## src/rtl/ea_pkg.sv

```systemverilog
package ea_pkg;
  typedef enum logic [1:0] {
    MODE_DIRECT = 2'b00,
    MODE_INDIR  = 2'b01,
    MODE_POSTINC = 2'b10,
    MODE_PREDEC = 2'b11
  } eaMode_e;

  typedef enum logic [1:0] {
    SZ_BYTE = 2'b00,
    SZ_HALF = 2'b01,
    SZ_WORD = 2'b10,
    SZ_BAD  = 2'b11
  } eaSize_e;

  localparam int STEP_W = 3;

  typedef struct packed {
    logic              regOperand;
    logic              useStep;
    logic              subtract;
    logic              addrFromNew;
    logic              wbAllowed;
    logic              sizeBad;
    logic [STEP_W-1:0] stepSel;
  } eaStrobe_t;
endpackage

```

## src/rtl/ea_ctrl.sv

```systemverilog
module ea_ctrl
  import ea_pkg::*;
(
  input  logic       clk,
  input  logic       rstN,
  input  logic [1:0] modeSel,
  input  logic [1:0] sizeSel,
  input  logic       accessOk,
  output eaStrobe_t  strb
);
  logic isUpdate;

  always_comb begin
    strb = '0;
    unique case (sizeSel)
      SZ_BYTE: strb.stepSel = 3'b001;
      SZ_HALF: strb.stepSel = 3'b010;
      SZ_WORD: strb.stepSel = 3'b100;
      default: begin
        strb.stepSel = 3'b000;
        strb.sizeBad = 1'b1;
      end
    endcase
    unique case (modeSel)
      MODE_DIRECT: strb.regOperand = 1'b1;
      MODE_INDIR:  strb.useStep = 1'b0;
      MODE_POSTINC: strb.useStep = 1'b1;
      default: begin
        strb.useStep     = 1'b1;
        strb.subtract    = 1'b1;
        strb.addrFromNew = 1'b1;
      end
    endcase
    isUpdate = (modeSel == MODE_POSTINC) || (modeSel == MODE_PREDEC);
    strb.wbAllowed = isUpdate && accessOk && !strb.sizeBad;
  end


  wbgate_chk: assert property (@(posedge clk) disable iff (!rstN)
    strb.wbAllowed |-> (modeSel[1] && accessOk && sizeSel != 2'b11));


  badsize_chk: assert property (@(posedge clk) disable iff (!rstN)
    (sizeSel == 2'b11) |-> (strb.sizeBad && strb.stepSel == '0 && !strb.wbAllowed));


  stepsel_chk: assert property (@(posedge clk) disable iff (!rstN)
    (sizeSel != 2'b11) |-> ($countones(strb.stepSel) == 1));
endmodule

```

## src/rtl/ea_dpath.sv

```systemverilog
module ea_dpath
  import ea_pkg::*;
#(
  parameter int ADDR_W = 32
) (
  input  eaStrobe_t         strb,
  input  logic [ADDR_W-1:0] baseVal,
  output logic [ADDR_W-1:0] eaNext,
  output logic [ADDR_W-1:0] wbValNext
);
  logic [ADDR_W-1:0] stepVal;
  logic [ADDR_W-1:0] adjusted;

  always_comb begin
    stepVal   = ADDR_W'(strb.stepSel);
    adjusted  = strb.subtract ? (baseVal - stepVal) : (baseVal + stepVal);
    wbValNext = strb.useStep ? adjusted : baseVal;
    if (strb.regOperand)
      eaNext = '0;
    else if (strb.addrFromNew)
      eaNext = adjusted;
    else
      eaNext = baseVal;
  end
endmodule

```

## src/rtl/ea_outreg.sv

```systemverilog
module ea_outreg #(
  parameter int ADDR_W = 32
) (
  input  logic              clk,
  input  logic              rstN,
  input  logic              inValid,
  output logic              inReady,
  input  logic              outReady,
  input  logic [ADDR_W-1:0] eaD,
  input  logic              isRegD,
  input  logic              wbEnD,
  input  logic [ADDR_W-1:0] wbValD,
  input  logic              errD,
  output logic              outValid,
  output logic [ADDR_W-1:0] eaQ,
  output logic              isRegQ,
  output logic              wbEnQ,
  output logic [ADDR_W-1:0] wbValQ,
  output logic              errQ
);
  logic load;

  assign inReady = !outValid || outReady;
  assign load    = inValid && inReady;

  always_ff @(posedge clk) begin
    if (!rstN) begin
      outValid <= 1'b0;
      eaQ      <= '0;
      isRegQ   <= 1'b0;
      wbEnQ    <= 1'b0;
      wbValQ   <= '0;
      errQ     <= 1'b0;
    end else if (load) begin
      outValid <= 1'b1;
      eaQ      <= eaD;
      isRegQ   <= isRegD;
      wbEnQ    <= wbEnD;
      wbValQ   <= wbValD;
      errQ     <= errD;
    end else if (outReady) begin
      outValid <= 1'b0;
    end
  end


  stall_hold_chk: assert property (@(posedge clk) disable iff (!rstN)
    (outValid && !outReady) |=> (outValid && $stable(eaQ) && $stable(wbValQ)
                                 && $stable(wbEnQ) && $stable(isRegQ) && $stable(errQ)));


  load_valid_chk: assert property (@(posedge clk) disable iff (!rstN)
    (inValid && inReady) |=> outValid);


  drop_valid_chk: assert property (@(posedge clk) disable iff (!rstN)
    $fell(outValid) |-> $past(outReady));
endmodule

```

## src/rtl/opnd_ea_gen.sv

```systemverilog
module opnd_ea_gen
  import ea_pkg::*;
#(
  parameter int ADDR_W = 32
) (
  input  logic              clk,
  input  logic              rstN,
  input  logic              inValid,
  output logic              inReady,
  input  logic [1:0]        modeSel,
  input  logic [1:0]        sizeSel,
  input  logic [ADDR_W-1:0] baseVal,
  input  logic              accessOk,
  output logic              outValid,
  input  logic              outReady,
  output logic [ADDR_W-1:0] eaAddr,
  output logic              opIsReg,
  output logic              wbEn,
  output logic [ADDR_W-1:0] wbVal,
  output logic              sizeErr
);
  eaStrobe_t         strb;
  logic [ADDR_W-1:0] eaNext;
  logic [ADDR_W-1:0] wbValNext;

  ea_ctrl uCtrl (
    .clk(clk), .rstN(rstN), .modeSel(modeSel), .sizeSel(sizeSel),
    .accessOk(accessOk), .strb(strb)
  );

  ea_dpath #(.ADDR_W(ADDR_W)) uDpath (
    .strb(strb), .baseVal(baseVal), .eaNext(eaNext), .wbValNext(wbValNext)
  );

  ea_outreg #(.ADDR_W(ADDR_W)) uOut (
    .clk(clk), .rstN(rstN), .inValid(inValid), .inReady(inReady),
    .outReady(outReady), .eaD(eaNext), .isRegD(strb.regOperand),
    .wbEnD(strb.wbAllowed), .wbValD(wbValNext), .errD(strb.sizeBad),
    .outValid(outValid), .eaQ(eaAddr), .isRegQ(opIsReg), .wbEnQ(wbEn),
    .wbValQ(wbVal), .errQ(sizeErr)
  );
endmodule

```

## config.mk

```make
export PLATFORM = sky130hd
export DESIGN_NAME = opnd_ea_gen
export DESIGN_NICKNAME = d
export VERILOG_FILES = /design/src/rtl/ea_pkg.sv /design/src/rtl/ea_ctrl.sv /design/src/rtl/ea_dpath.sv /design/src/rtl/ea_outreg.sv /design/src/rtl/opnd_ea_gen.sv
export SDC_FILE = /design/constraint.sdc
export NUM_CORES = 1
export LEC_CHECK = 0
export BUFFER_PORTS_ARGS = -buffer_cell sky130_fd_sc_hd__buf_2
export CORE_ASPECT_RATIO = 0.5
export CORE_MARGIN = 2
export CORE_UTILIZATION = 40
export CTS_BUF_LIST = sky130_fd_sc_hd__clkbuf_16
export CTS_CLUSTER_SIZE = 10
export DETAILED_ROUTE_END_ITERATION = 7
export HOLD_SLACK_MARGIN = 0.03
export SLEW_MARGIN = 10
export SYNTH_ARGS = -nofsm -noshare
export SYNTH_HDL_FRONTEND = slang
export SYNTH_SLANG_ARGS = --single-unit
```

## constraint.sdc

```tcl
create_clock -name clk -period 5.4 [get_ports clk]
set_input_delay 0.54 -clock clk [delete_from_list [all_inputs] [get_ports clk]]
set_output_delay 0.54 -clock clk [all_outputs]
set_load 0.01 [all_outputs]
```

======== Yosys cells after proc, flatten, opt, wreduce, memory -nomap -nowiden ========
Index checks and enable logic that the tools add are counted.
cells by class
  mux-type cells .......................... 10
  equal/unequal tests ..................... 5
  reductions and logical operators ........ 12
  add/sub/neg operators ................... 2
operators with widths
  operator                                             number
  2-to-1 mux 32 bit                                    4
  adder 32 x 3 -> 32 bit                               1
  subtractor 32 x 3 -> 32 bit                          1
  case mux 3 bit (3 select lines)                      1
  equality test 2 bit, second input constant           3
  OR reduction 3 bit                                   2
  equality test 2 x 1 -> 1 bit, second input constant  2
  logical NOT 2 bit                                    2
  2-to-1 mux 1 bit                                     4
  logical AND 1 bit                                    3
  logical OR 1 bit                                     2
  2-to-1 mux 2 bit                                     1
  nonzero test 2 bit                                   1
  OR reduction 2 bit                                   1
  logical NOT 1 bit                                    1
storage, ports and cells
  output and inout bits ................... 69
  register bits after elaboration ......... 68
  word-level logic and storage cells ...... 35

======== Logic depth before layout (Yosys ltp) ========
Gate-level depths: netlist of the first run.
  depth in word-level cells ............... 6
  gate-level depth with buffers ........... 15

======== By module ========
A second synthesis of the first run with hierarchy kept.
second synthesis, totals
  cells, all modules ...................... 715
  area, all modules ....................... 5,677.9 µm²
by module, submodules not included
  module     times used  cells each  sequential area each (µm²)  area each (µm²)
  ea_dpath   1           409         0.0                         2,917.8
  ea_outreg  1           296         1,361.3                     2,698.8
  ea_ctrl    1           10          0.0                         61.3

======== Worst setup path after synthesis of the first run ========
OpenSTA, ideal clock, no wires.
  kind .................................... input-to-reg
  start ................................... input port modeSel[0]
  end ..................................... register uOut.wbValQ[27]
  arrival time ............................ 3,602 ps
  setup time .............................. 88 ps
  stages .................................. 13
  buffers on the path ..................... 1
  slack ................................... 1,710 ps
  cells stage by stage .................... clkbuf_1 > and2_1 > a21oi_1 > inv_1 > ha_1 > a21oi_2 > nor3_1 > or3_1 > or3_1 > o21a_2 > a31oi_4 > xnor2_1 > a311oi_2
between the ends
  longest elaborated chain between the ends .. 5
  elaborated cells between the ends (all ways) .. 8
RTL lines
  element                                               RTL line           text
  from (decl)                                           opnd_ea_gen.sv:10  input logic [1:0] modeSel,
  equality test 2 x 1 -> 1 bit (tied with other cells)  ea_ctrl.sv:24      unique case (modeSel)
  OR reduction 3 bit (no source line)                   --
  2-to-1 mux 2 bit                                      ea_ctrl.sv:24
  2-to-1 mux 32 bit                                     ea_dpath.sv:16     adjusted = strb.subtract ? (baseVal - stepVal) : (baseVal + stepVal);
  2-to-1 mux 32 bit *                                   ea_dpath.sv:17     wbValNext = strb.useStep ? adjusted : baseVal;
  to (signal assigned)                                  ea_outreg.sv:39    wbValQ <= wbValD;
  to (decl)                                             ea_outreg.sv:18    output logic [ADDR_W-1:0] wbValQ,
Mark *: on every way between the ends. The rest lies on a longest branch, timed or not.
A chain may end at the register's enable or synchronous reset.

======== Worst setup path after layout of the first run ========
  start ................................... input port modeSel[0]
  end ..................................... register uOut.wbValQ[26]
The elaborated chain is that of the path after synthesis.

==> results by group, run 1 <==
Critical path
  – Startpoint Class: input port
  – R2R Path End: uOut.wbValQ[28]$_SDFFE_PN0P_
  – WS Path Type: input port to flip-flop
  – Crit path cell chain: buf_2, and2_1, a21oi_1, inv_1, ha_1, a21o_1, a211o_1, o21ai_1, and4_1, nor3_1, or4_1, a21oi_1, nor4_1
  – CP max-delay cell: or4_1
  – Worst reg2reg path depth: 5
  – Most Frequent Cell on Critical Path: a21oi_1
  – R2R setup slack: 3.47 ns
  – Critical Path End: uOut.wbValQ[26]$_SDFFE_PN0P_
  – R2r startpoint: uOut.outValid$_SDFFE_PN0P_
  – Setup crit start: modeSel[0]
  – Worst path depth: 13
  – Crit-path max FO: 17
  – Max incr delay on CP: 0.51 ns
  – CP top delay family: compound AO/OA/AOI/OAI gates
  – Endpoint class of the critical path: flip-flop
  – CP Buf/Inv Count: 2
  – WP data required: 5.61 ns
  – Critical Path AT: 4.30 ns

Place
  – GPL Wtd Cong: 0.9295
  – Post-place setup slack: 0.9360 ns
  – Port Buffers: 109
  – Post-DP HPWL: 11910 µm

Logic synthesis
  – Post-synth EDFFs: 0
  – Cells after synthesis: 645
  – Dominant cell type by area after synthesis: dfxtp_1
  – Seq/Total Area, Yosys: 0.2820
  – Mapped Area: 0.004827 mm²
  – Yosys reg bits: 68
  – YS warnings: 0
  – Top FF cell, synth: dfxtp_1
  – Top post-synthesis cells by area: dfxtp_1 28%, a21oi_1 9.0%, ha_1 8.0%
  – Ys async rst share: 0
  – Top cell type's share of synthesized area: 0.2820
  – Synth cell types: 58
  – Mapped Avg Cell Area: 7.484 µm²
  – Synth Net Count: 718

CTS
  – Sink Count: 68
  – CTS Buffer Depth: 2
  – Post-CTS setup buffer count: 0
  – Worst-Skew Late Latency: 0.34 ns
  – TritonCTS buffer count: 9
  – Root buf cell: clkbuf_16
  – Hold buffers post-CTS: 0
  – Clk pin slew, worst setup/hold paths: 0.07 ns
  – Htree depth: 3
  – CTS tree: yes
  – CTS resizes: 0

Routing
  – Drt drc: 0
  – DRT antenna net count: 0
  – Final wirelength: 16790 µm
  – DR iter-0 viols: 534
  – Pre-Repair DR Iteration Count: 5
  – Vias per std cell: 5.947
  – Avg WL per Cell: 18.64 µm
  – Via count: 5358

Timing
  – Final worst setup slack: 1.313 ns
  – RSZ-0062 raised after global routing: false
  – Part of the cycle the worst path needs: 0.7569
  – Final max-slew violation count: 0
  – Number of hold violations in the final report: 0
  – Achievable frequency: 244.7 MHz
  – TNS Setup: 0 ns
  – Clock Skews: 0.004268 ns
  – Minimum clock period: 4.087 ns
  – Measured slew at the worst slew-check pin: 0.9316 ns
  – Final setup fails: 0
  – Rel. slew slack: 0.3783

Pwr
  – Leakage: 2.530 nW
  – Peak supply drop: 0.0001265 V
  – PwrDens: 303.1 mW/mm²

Min path
  – Worst hold path depth: 2
  – Tightest Hold Check Type: flip-flop to flip-flop

Die
  – Die width: 159.4 µm
  – Core outline area: 0.01181 mm²
  – DIE HEIGHT: 81.68 µm
  – Core Rows: 28
  – Die area: 0.01302 mm²
  – Initial core utilization: 0.4089
  – I/O Pins: 110

Outcome
  – Status: completed

Cells and area
  – Seq. cell area: 0.001361 mm²
  – Share of layout cells above drive strength 1: 0.1970
  – Ant. Diodes: 0
  – Layout Nets: 804
  – P&R area growth vs syn: 19.67%
  – Area taken by multi-input logic gates: 0.003266 mm²
  – Fill count: 1252

Global routing
  – First-pass GRT wire length: 26300 µm
  – Largest net degree at the start of global routing: 80
  – Vias in the first global route: 4754
  – GRT Total Usage: 0.2585
  – Remaining Overflow, GRT: 0
  – Initial antenna violation count: 0

Flow run
  – Max-cap violations: 0
Yosys cell counts, drive strengths merged (5+ instances only):
cell,instances
nor2,53
clkbuf,35
o21a,5
xnor2,12
a21oi,88
nand2b,8
a211oi,10
buf,5
ha,31
and2,5
o211ai,8
o31ai,6
mux2i,7
inv,14
nor3,25
xor2,7
nand4,8
or3,12
a32oi,5
a21o,11
dfxtp,68
a31oi,13
a221oi,11
a22oi,6
and3,8
nand3,15
nand2,62
a311oi,6
o21ai,56
metrics by stage:
| step | util | hold WS (ns) | area, µm² | instances | total power, mW |
|---|---|---|---|---|---|
| 2_1_floorplan | - | 0.4762 | 4827 | 645 | 0.9594 |
| 3_3_place_gp | 0.4639 | 0.4380 | 5477 | 885 | 1.132 |
| 3_5_place_dp | 0.4639 | 0.4426 | 5477 | 885 | 1.135 |
| 4_1_cts | 0.4893 | 0.4518 | 5777 | 901 | 1.746 |
| 5_1_grt | 0.4893 | 0.4683 | 5777 | 901 | 1.843 |
| 6_report | 0.4893 | 0.4469 | 5777 | 901 | 1.751 |
power breakdown:
part / leakage [nW] / switching, mW / internal, mW
combinational: 1.82 / 0.356 / 0.209
sequential: 0.562 / 0.0235 / 0.547
clock: 0.150 / 0.255 / 0.360
total: 2.53 / 0.635 / 1.12
registers in the layout (all words and copies together) (netlist names):
name,flops
uOut.eaQ,32
uOut.errQ,1
uOut.isRegQ,1
uOut.outValid,1
uOut.wbEnQ,1
uOut.wbValQ,32
placed cells by master, fill, tap and decap left out, types with 5 or more instances in the layout:
cell / Yosys / routed
nand3_1: 15 / 15
a211oi_1: 10 / 10
xor2_1: 7 / 7
and3_1: 8 / 8
o31ai_1: 6 / 6
dfxtp_1: 68 / 68
buf_4: 0 / 6
nand4_1: 8 / 8
a21oi_1: 87 / 87
a32oi_1: 5 / 5
nand2_1: 62 / 61
o21ai_1: 8 / 8
xnor2_1: 12 / 12
a311oi_1: 5 / 5
buf_2: 1 / 109
ha_1: 31 / 31
clkbuf_16: 0 / 9
a22oi_1: 6 / 6
mux2i_1: 7 / 7
or3_1: 12 / 12
a21o_1: 11 / 11
o211ai_1: 8 / 8
a221oi_1: 11 / 11
o21ai_0: 48 / 48
nor3_1: 24 / 24
a31oi_1: 12 / 12
nand2b_1: 8 / 8
inv_1: 14 / 14
nor2_1: 53 / 53
per-layer routing:
layer  track usage  wire length [µm]
met3       0.04545              1140
met5             0                 0
met2        0.3904              6936
met1        0.3795              8508
met4       0.06818               208
cell families after synthesis:
| logic type | share of synthesized area |
|---|---|
| buffers and inverters | 0.04225 |
| AND/OR/NAND/NOR | 0.2175 |
| AO/OA/AOI/OAI | 0.3154 |
| multiplexers | 0.02385 |
| flip-flops | 0.2820 |
| XOR/XNOR | 0.03447 |
| adder cells (fa/ha/maj) | 0.08450 |
how the worst min path moves through the flow:
stage,from,to,slack (ns)
2_1_floorplan,uOut.wbEnQ$_SDFFE_PN0P_,uOut.wbEnQ$_SDFFE_PN0P_,0.48
3_3_place_gp,uOut.wbEnQ$_SDFFE_PN0P_,uOut.wbEnQ$_SDFFE_PN0P_,0.44
3_5_place_dp,uOut.wbValQ[0]$_SDFFE_PN0P_,uOut.wbValQ[0]$_SDFFE_PN0P_,0.44
4_1_cts,uOut.wbValQ[0]$_SDFFE_PN0P_,uOut.wbValQ[0]$_SDFFE_PN0P_,0.45
5_1_grt,accessOk,uOut.wbEnQ$_SDFFE_PN0P_,0.47
6_report,uOut.wbValQ[0]$_SDFFE_PN0P_,uOut.wbValQ[0]$_SDFFE_PN0P_,0.45
worst reg2reg max path, cell delays in order (launching register included):
cell and delay [ns]:
dfxtp_1 0.31, nand2b_1 0.15, and2_2 0.18, buf_4 0.62, nand3_1 0.28, o31ai_1 0.28
final cells by class:
| cell class | count | area share |
|---|---|---|
| clock buffers | 9 | 0.03899 |
| clock inverters | 7 | 0.01300 |
| inverters | 14 | 0.009097 |
| multi-input cells | 523 | 0.5653 |
| flip-flops and latches | 68 | 0.2357 |
| well taps | 165 | 0.03574 |
| repair buffers | 115 | 0.1022 |
No activity file was read; power rests on OpenSTA's default activity.
==> run 2, diff against run 1 <==
clock period = 3.9 ns   (was 5.4 ns; I/O delays follow)
==> results by group, run 2 (synthesis gave the netlist of run 1 again) <==
Outcome
  – Status: completed

Timing
  – Clock Skews: 0.006097 ns (+0.001830 ns)
  – TNS Setup: 0 ns (unchanged)
  – Measured slew at the worst slew-check pin: 0.7876 ns (-0.1440 ns)
  – Final worst setup slack: 0.4902 ns (-0.8228 ns)
  – Hold WS: 0.3183 ns (-0.1286 ns)
  – Part of the cycle the worst path needs: 0.8743
  – RSZ-0062 raised after global routing: false
  – Number of hold violations in the final report: 0 (unchanged)
  – Rel. slew slack: 0.4749 (+0.09669)
  – Achievable frequency: 293.3 MHz
  – Minimum clock period: 3.410 ns
  – Final max-slew violation count: 0 (unchanged)
  – Final setup fails: 0 (unchanged)

CTS
  – CTS tree: yes
  – Hold buffers post-CTS: 0 (unchanged)
  – Htree depth: 3 (unchanged)
  – Sink Count: 68 (unchanged)
  – TritonCTS buffer count: 9 (unchanged)
  – CTS Buffer Depth: 2 (unchanged)
  – CTS resizes: 0 (unchanged)
  – Post-CTS setup buffer count: 0 (unchanged)
  – Root buf cell: clkbuf_16
  – Worst-Skew Late Latency: 0.34 ns (about the same)
  – Clk pin slew, worst setup/hold paths: 0.06 ns (about the same)

Die
  – Core outline area: 0.01181 mm² (unchanged)
  – Die width: 159.4 µm (unchanged)
  – Initial core utilization: 0.4089 (unchanged)
  – I/O Pins: 110 (unchanged)
  – DIE HEIGHT: 81.68 µm (unchanged)
  – Die area: 0.01302 mm² (unchanged)
  – Core Rows: 28 (unchanged)

Cells and area
  – Top flop regs: uOut.eaQ x32, uOut.wbValQ x32
  – P&R area growth vs syn: 21.07%
  – Share of layout cells above drive strength 1: 0.2083 (+0.01127)
  – Non-Filler Instances: 914 (+1.4%)
  – Design area: 0.005844 mm² (+1.2%)
  – Commonest non-fill, non-tap cell in the layout: buf_2
  – Final Util: 0.4950 (+0.005723)
  – Fill count: 1185 (-5.4%)
  – Most frequent cells in the layout: 109 x buf_2, 87 x a21oi_1, 68 x dfxtp_1, 61 x nand2_1, 53 x nor2_1
  – Layout Nets: 817 (+1.6%)
  – Ant. Diodes: 0 (unchanged)

Pwr
  – PwrDens: 402.3 mW/mm² (+33%)
  – Leakage: 2.573 nW (+1.7%)
  – Peak supply drop: 0.0001866 V (+47%)
  – Total power: 2.351 mW (+34%)

Critical path
  – Crit-path max FO: 9 (-8)
  – CP top delay family: simple AND/OR/NAND/NOR gates
  – CP max-delay cell: ha_1
  – Startpoint Class: input port
  – Endpoint class of the critical path: flip-flop
  – Critical Path AT: 3.60 ns (-0.70 ns)
  – CP Buf/Inv Count: 3 (+1)
  – Crit path cell chain: buf_2, and2_1, a21oi_1, inv_1, buf_4, ha_1, nand4_1, nor3_1, or3_1, or3_1, o21a_2, a31oi_4, xnor2_1, a311oi_2
  – Most Frequent Cell on Critical Path: or3_1
  – Max incr delay on CP: 0.40 ns (-0.11 ns)
  – WP data required: 4.09 ns (-1.52 ns)
  – WS Path Type: input port to flip-flop

Place
  – Port Buffers: 109 (unchanged)
  – Post-place setup slack: 0.1579 ns (-0.7781 ns)
  – GPL Wtd Cong: 0.9436 (+1.5%)
  – Post-DP HPWL: 12300 µm (+3.3%)
  – Placed insts: 898 (+1.5%)
  – Placed cell areas: 0.005574 mm² (+1.8%)

Global routing
  – First-pass GRT wire length: 26170 µm (-0.50%)
  – GRT Total Usage: 0.2555 (-0.003058)
  – Largest net degree at the start of global routing: 47 (-41%)
  – Remaining Overflow, GRT: 0 (unchanged)
  – Initial antenna violation count: 0 (unchanged)
  – Vias in the first global route: 4777 (+0.48%)

Routing
  – DR iter-0 viols: 418 (-22%)
  – DRT antenna net count: 0 (unchanged)
  – Pre-Repair DR Iteration Count: 5 (unchanged)
  – Avg WL per Cell: 18.33 µm (-1.7%)
  – Vias per std cell: 5.861 (-1.4%)
  – Drt drc: 0 (unchanged)
  – Final wirelength: 16750 µm (-0.26%)
  – Via count: 5357 (-0.019%)

Flow run
  – Max-cap violations: 0 (unchanged)

Min path
  – Tightest Hold Check Type: input port to flip-flop
[run 2: cell count changes in the layout (fill, tap and decap cells not counted), sizes merged]
cell	previous run	this run
clkinv	5	4
bufinv	1	0
buf	115	128
clkinvlp	0	2
[run 2: worst reg2reg max path, cell delays in order (launching register included)]
cell,delay (ns)
dfxtp_1,0.31
nand2b_1,0.15
and2_2,0.67
nand2_1,0.24
or3_1,0.35
a211o_1,0.27
o311ai_1,0.07
[run 2: power breakdown]
| group | total, mW | internal [mW] | switching, mW | leakage, nW |
|---|---|---|---|---|
| logic | 0.798 | 0.303 | 0.494 | 1.88 |
| registers | 0.789 | 0.757 | 0.0322 | 0.562 |
| clock network | 0.764 | 0.427 | 0.337 | 0.130 |
[run 2: routing by layer]
metal | vias to the layer above | share of wire | global-route usage | wire, µm
met5 | - | 0 | 0 | 0
met4 | 0 | 0.0098 | 0.05545 | 164
met3 | 17 | 0.051 | 0.03788 | 855
met2 | 160 | 0.42 | 0.3965 | 6998
met1 | 2559 | 0.52 | 0.3756 | 8731
li1 | 2621 | - | - | -
[run 2: worst paths after layout]
check	start	endpoint	slack, ns	depth (start not counted)
min reg2reg	uOut.wbValQ[0]$_SDFFE_PN0P_	uOut.wbValQ[0]$_SDFFE_PN0P_	0.45	2
max reg2reg	uOut.outValid$_SDFFE_PN0P_	uOut.eaQ[31]$_SDFFE_PN0P_	1.74	6
max	modeSel[1]	uOut.wbValQ[27]$_SDFFE_PN0P_	0.49	14
min	inValid	uOut.outValid$_SDFFE_PN0P_	0.32	3
[run 2: cell type report]
cell class / instances / area (µm²) / area share
Tap cell: 165 / 206.4 / 0.03532
Multi-Input combinational cell: 523 / 3266 / 0.5588
Clock inverter: 7 / 45.04 / 0.007707
Clock buffer: 9 / 225.2 / 0.03854
Timing Repair Buffer: 128 / 688.2 / 0.1177
Inverter: 14 / 52.55 / 0.008992
Sequential cell: 68 / 1361 / 0.2329
